$ cat src/rtl/sysco_pkg.sv
package sysco_pkg;

    typedef enum logic [1:0] {
        CLS_XFER  = 2'd0,
        CLS_DATA  = 2'd1,
        CLS_LOAD  = 2'd2,
        CLS_STORE = 2'd3
    } cp_class_e;

    typedef enum logic [1:0] {
        VERD_NONE  = 2'd0,
        VERD_TRAP  = 2'd1,
        VERD_UNDEF = 2'd2,
        VERD_OK    = 2'd3
    } verdict_e;

    typedef struct packed {
        cp_class_e  cls;
        logic [3:0] cpnum;
        logic [2:0] op1;
        logic [3:0] crn;
        logic [3:0] crm;
        logic [2:0] op2;
        logic       dir_rd;
        logic       priv;
    } cp_req_t;

    typedef struct packed {
        verdict_e   verdict;
        logic       wr;
        logic       sel_ident;
        logic       sel_cache;
        logic [3:0] idx;
    } cp_dec_t;

    function automatic logic selectors_clear(input cp_req_t r, input logic need_op2);
        return (r.op1 == 3'd0) && (r.crm == 4'd0) && (!need_op2 || r.op2 == 3'd0);
    endfunction

endpackage

$ cat src/rtl/sysco_decode.sv
module sysco_decode
    import sysco_pkg::*;
#(
    parameter int CP_NUM   = 15,
    parameter int NUM_CTRL = 3
) (
    input  logic    valid,
    input  cp_req_t req,
    output cp_dec_t dec
);
    localparam logic [3:0] CP_CODE  = 4'(CP_NUM);
    localparam logic [3:0] LAST_REG = 4'(NUM_CTRL);

    always_comb begin
        dec = '{verdict: VERD_NONE, wr: 1'b0, sel_ident: 1'b0,
                sel_cache: 1'b0, idx: req.crn};
        if (valid && req.cpnum == CP_CODE) begin
            if (req.cls != CLS_XFER || !req.priv) begin
                dec.verdict = VERD_TRAP;
            end else if (req.crn == 4'd0) begin
                if (req.dir_rd && selectors_clear(req, 1'b0)) begin
                    dec.verdict   = VERD_OK;
                    dec.sel_cache = (req.op2 == 3'd1);
                    dec.sel_ident = (req.op2 != 3'd1);
                end else begin
                    dec.verdict = VERD_UNDEF;
                end
            end else if (req.crn <= LAST_REG && selectors_clear(req, 1'b1)) begin
                dec.verdict = VERD_OK;
                dec.wr      = !req.dir_rd;
            end else begin
                dec.verdict = VERD_UNDEF;
            end
        end
    end

endmodule

$ cat src/rtl/sysco_ctrl_regs.sv
module sysco_ctrl_regs #(
    parameter int          NUM_CTRL      = 3,
    parameter logic [31:0] CTRL_RST_BASE = 32'h0000_0070
) (
    input  logic        clk,
    input  logic        rst,
    input  logic        wr_en,
    input  logic [3:0]  wr_idx,
    input  logic [31:0] wr_data,
    input  logic [3:0]  rd_idx,
    output logic [31:0] rd_data
);
    logic [31:0] regs [1:NUM_CTRL];

    for (genvar g = 1; g <= NUM_CTRL; g++) begin : g_reg
        localparam logic [3:0]  MY_IDX = 4'(g);
        localparam logic [31:0] MY_RST = CTRL_RST_BASE + 32'(g);
        always_ff @(posedge clk) begin
            if (rst) begin
                regs[g] <= MY_RST;
            end else if (wr_en && wr_idx == MY_IDX) begin
                regs[g] <= wr_data;
            end
        end
    end

    always_comb begin
        rd_data = '0;
        for (int i = 1; i <= NUM_CTRL; i++) begin
            if (rd_idx == 4'(i)) begin
                rd_data = regs[i];
            end
        end
    end

endmodule

$ cat src/rtl/sysco_access.sv
module sysco_access
    import sysco_pkg::*;
#(
    parameter int          CP_NUM        = 15,
    parameter int          NUM_CTRL      = 3,
    parameter logic [31:0] DEVICE_ID     = 32'h5C0D_1E01,
    parameter logic [31:0] CACHE_TYPE    = 32'h0D17_2152,
    parameter logic [31:0] CTRL_RST_BASE = 32'h0000_0070
) (
    input  logic        clk,
    input  logic        rst,
    input  logic        req_valid,
    input  logic [1:0]  req_class,
    input  logic [3:0]  req_cpnum,
    input  logic [2:0]  req_op1,
    input  logic [3:0]  req_crn,
    input  logic [3:0]  req_crm,
    input  logic [2:0]  req_op2,
    input  logic        req_dir_rd,
    input  logic        req_priv,
    input  logic [31:0] req_wdata,
    output logic        rsp_done,
    output logic        rsp_trap,
    output logic        rsp_undef,
    output logic [31:0] rsp_rdata
);
    cp_req_t     req;
    cp_dec_t     dec;
    logic [31:0] reg_rd;
    logic [31:0] rd_mux;

    assign req = '{cls: cp_class_e'(req_class), cpnum: req_cpnum, op1: req_op1,
                   crn: req_crn, crm: req_crm, op2: req_op2,
                   dir_rd: req_dir_rd, priv: req_priv};

    sysco_decode #(.CP_NUM(CP_NUM), .NUM_CTRL(NUM_CTRL)) u_decode (
        .valid (req_valid),
        .req   (req),
        .dec   (dec)
    );

    sysco_ctrl_regs #(.NUM_CTRL(NUM_CTRL), .CTRL_RST_BASE(CTRL_RST_BASE)) u_regs (
        .clk     (clk),
        .rst     (rst),
        .wr_en   (dec.verdict == VERD_OK && dec.wr),
        .wr_idx  (dec.idx),
        .wr_data (req_wdata),
        .rd_idx  (dec.idx),
        .rd_data (reg_rd)
    );

    always_comb begin
        if (dec.verdict != VERD_OK || dec.wr) begin
            rd_mux = '0;
        end else if (dec.sel_ident) begin
            rd_mux = DEVICE_ID;
        end else if (dec.sel_cache) begin
            rd_mux = CACHE_TYPE;
        end else begin
            rd_mux = reg_rd;
        end
    end

    always_ff @(posedge clk) begin
        if (rst) begin
            rsp_done  <= 1'b0;
            rsp_trap  <= 1'b0;
            rsp_undef <= 1'b0;
            rsp_rdata <= '0;
        end else begin
            rsp_done  <= (dec.verdict != VERD_NONE);
            rsp_trap  <= (dec.verdict == VERD_TRAP);
            rsp_undef <= (dec.verdict == VERD_UNDEF);
            rsp_rdata <= rd_mux;
        end
    end

endmodule

$ cat config.mk
export PLATFORM = sky130hd
export DESIGN_NAME = sysco_access
export DESIGN_NICKNAME = d
export VERILOG_FILES = /design/src/rtl/sysco_pkg.sv /design/src/rtl/sysco_decode.sv /design/src/rtl/sysco_ctrl_regs.sv /design/src/rtl/sysco_access.sv
export SDC_FILE = /design/constraint.sdc
export NUM_CORES = 1
export LEC_CHECK = 0
export BUFFER_PORTS_ARGS = -buffer_cell sky130_fd_sc_hd__buf_4
export CORE_ASPECT_RATIO = 0.7
export CORE_UTILIZATION = 45
export CTS_CLUSTER_DIAMETER = 200
export DETAILED_ROUTE_END_ITERATION = 12
export GPL_ROUTABILITY_DRIVEN = 0
export PLACE_DENSITY = 0.66
export SYNTH_ARGS = -nofsm -noshare
export SYNTH_HDL_FRONTEND = slang
export SYNTH_SLANG_ARGS = --single-unit
$ cat constraint.sdc
create_clock -name clk -period 4.27 [get_ports clk]
set_clock_uncertainty 0.1 [all_clocks]
set_input_delay 0.6405 -clock clk [delete_from_list [all_inputs] [get_ports clk]]
set_output_delay 0.6405 -clock clk [all_outputs]
set_load 0.005 [all_outputs]
==> results_dict.tcl <==
set metrics [dict create \
    worstReg2RegStart "u_regs.regs[0][83]" \
    worst_pin_slew_ns 0.798 \
    timing.setup.tns_ns 0 \
    antenna_found_initial 0 \
    cp.arrival_ns 2.77 \
    grtUsageTotal 0.217 \
    critical_path_class "primary input to register" \
    die_y_um 93.5 \
    ys_top_cells_by_area "edfxtp_1 54%, dfxtp_1 13%, nor2_1 8.2%" \
    h-tree-depth 4 \
    p_leak_nw 2.40 \
    routed_wirelength_mm 12.8 \
    worst_r2r_path_depth 4 \
    critPathMaxFanout 33 \
    syn_inst 463 \
    maxSlewViolCount 0 \
    drt-wirelength-per-cell_um 17.8 \
    dieArea_um2 12400 \
    grt_max_degree 39 \
    root_buffer "clkbuf_16" \
    r2r-end "rsp_rdata[19]" \
    hold_buffers 0 \
    worstSetupEndpoint "u_regs.regs[0][95]" \
    firstDrtPassIters 5 \
    nFillCells 944 \
    synth_most_common_cell "nor2_1" \
    synth_top_cell_by_area "edfxtp_1" \
    syn_nets 520 \
    finalNetCount 609 \
    ys_top_cells_by_count "118 x nor2_1, 96 x edfxtp_1, 35 x dfxtp_1" \
    crit_path_max_incr_delay_ns 0.58 \
    grt_pass1_vias 3727 \
    crit_path_end_kind "register" \
    p_per_area_nw_per_um2 439 \
    synth-seq-cells 131 \
    core_um2 11300 \
    finalInstanceArea_um2 6800 \
    rows 32 \
    ys.flop_type "edfxtp_1" \
    vias 4004 \
    final_layout_size_suffix_gt1_frac 0.242 \
    fin_crit_sh 0.647 \
    start_util 0.475 \
    setup_viol 0 \
    critPathSlowestCell "or4_1" \
    synth-edff-count 96 \
    path_cells "buf_4 > or4_1 > nor4_1 > nand3_1 > buf_4 > nand2_1 > buf_12" \
    fin_crit_ns 2.76 \
    slew_headroom 0.468 \
    drtAntennaViolNets 0 \
    outcome "completed" \
    die_w_um 133 \
    viasPerCell 5.58 \
    drtIter0Drc 297 \
    drc 0 \
    crit_top_cell "buf_4" \
    yosysTopAreaCellShare 0.536 \
    hold_viol 0 \
    cap_violations 0 \
    rsz0062_at_grt "no" \
    cp-startpoint "req_op2[1]" \
    yosysSeqAreaShare 0.666 \
    io_pins 92 \
    worst_hold_path_type "primary input to register" \
    max_clock_freq_mhz 362 \
    place_area_um2 6220 \
    ys_warn_count 0 \
    synth_cell_types 32 \
    hpwl_mm 7.91 \
    cts.path.max_buffers 2 \
    r2r_slack_ns 3.08 \
    antenna_cells 0 \
    startpoint_type "primary input" \
    async_reset_ff_frac 0 \
    clk_latency_ns 0.41 \
    portBuffers 91 \
    syn_to_final_growth_pct 26.5 \
    cts_inserted_buffers 17 \
    cts.sink_count 131 \
    ir_drop_v 0.000278 \
    cts_tree "yes" \
    grt_overflow 0 \
    clk_pin_slew_worst_paths_ns 0.05 \
    ctsResizeCount 0 \
    cts_setup_buffers 0 \
    grt_pass1_wl_mm 19.9 \
    syn_area_um2 5380 \
    required_ns 4.28 \
    postSynthAreaPerCell_um2 11.6 \
]
report_power, final:
part / leakage, nW / switching, mW / internal, mW
logic: 0.914 / 0.0906 / 0.0602
clock network: 0.286 / 0.500 / 0.914
registers: 1.20 / 0.0139 / 1.41
layer usage:
layer,track usage,vias to the layer above,share of wire
li1,-,1894,-
met3,0.0596,21,0.068
met5,0,-,0
met1,0.295,1923,0.46
met2,0.337,166,0.46
met4,0.0709,0,0.012
per-stage QoR:
stage	utilization	power (mW)	worst slack (ns)	hold WS, ns	cells
floorplan	-	1.51	1.05	0.455	463
global placement	0.549	1.59	1.17	0.485	686
detailed placement	0.549	1.60	1.12	0.490	686
CTS	0.600	2.99	1.54	0.407	718
global route	0.600	3.07	1.37	0.411	718
finish	0.600	2.99	1.51	0.417	718
registers in the layout, summed over array words and instances (netlist names):
register / flops
u_regs.regs: 96
rsp_rdata: 32
rsp_done: 1
rsp_trap: 1
rsp_undef: 1
layout make-up:
class,count,area (um^2),share of cell area
Clock inverter,4,43.8,0.00644
Multi-Input combinational cell,295,1630,0.240
Clock buffer,28,539,0.0793
Inverter,1,3.75,0.000552
Tap cell,153,191,0.0281
Timing Repair Buffer,106,808,0.119
Sequential cell,131,3580,0.527
cell families (layout without fill, tap and decap cells):
| group | after synthesis | count (layout) | synth area share |
|---|---|---|---|
| simple gates | 196 | 196 | 0.165 |
| buf+inv | 37 | 139 | 0.0335 |
| flops | 131 | 131 | 0.666 |
| compound gates | 99 | 99 | 0.136 |
cell usage in the layout (no fill, tap or decap), types with 2 or more instances in the layout:
master and count:
a211oi_1 12, a221oi_1 20, and3_1 2, buf_4 105, clkbuf_1 6, clkbuf_16 19
clkbuf_8 3, clkinv_2 2, dfxtp_1 35, edfxtp_1 96, nand2_1 33, nand3_1 5
nand4_1 3, nor2_1 118, nor3_1 3, nor3b_1 3, nor4_1 4, o21ai_0 32
o2bb2ai_1 32, or3_1 14, or4_1 2
worst max-delay path: cells and delay by family:
family                 cells  cell delay [ns]
buffers and inverters      3             0.62
AND/OR/NAND/NOR            4             1.47
how the worst min path moves through the flow:
stage	startpoint	slack, ns	depth (start not counted)	to
floorplan	u_regs.regs[0][98]	0.45	2	rsp_rdata[2]
global placement	u_regs.regs[0][99]	0.48	2	rsp_rdata[3]
detailed placement	u_regs.regs[0][110]	0.49	2	rsp_rdata[14]
CTS	req_wdata[6]	0.41	2	u_regs.regs[0][70]
global route	req_wdata[6]	0.41	2	u_regs.regs[0][38]
finish	req_wdata[6]	0.42	2	u_regs.regs[0][70]
Note: power is estimated with default switching activity, not from simulation.
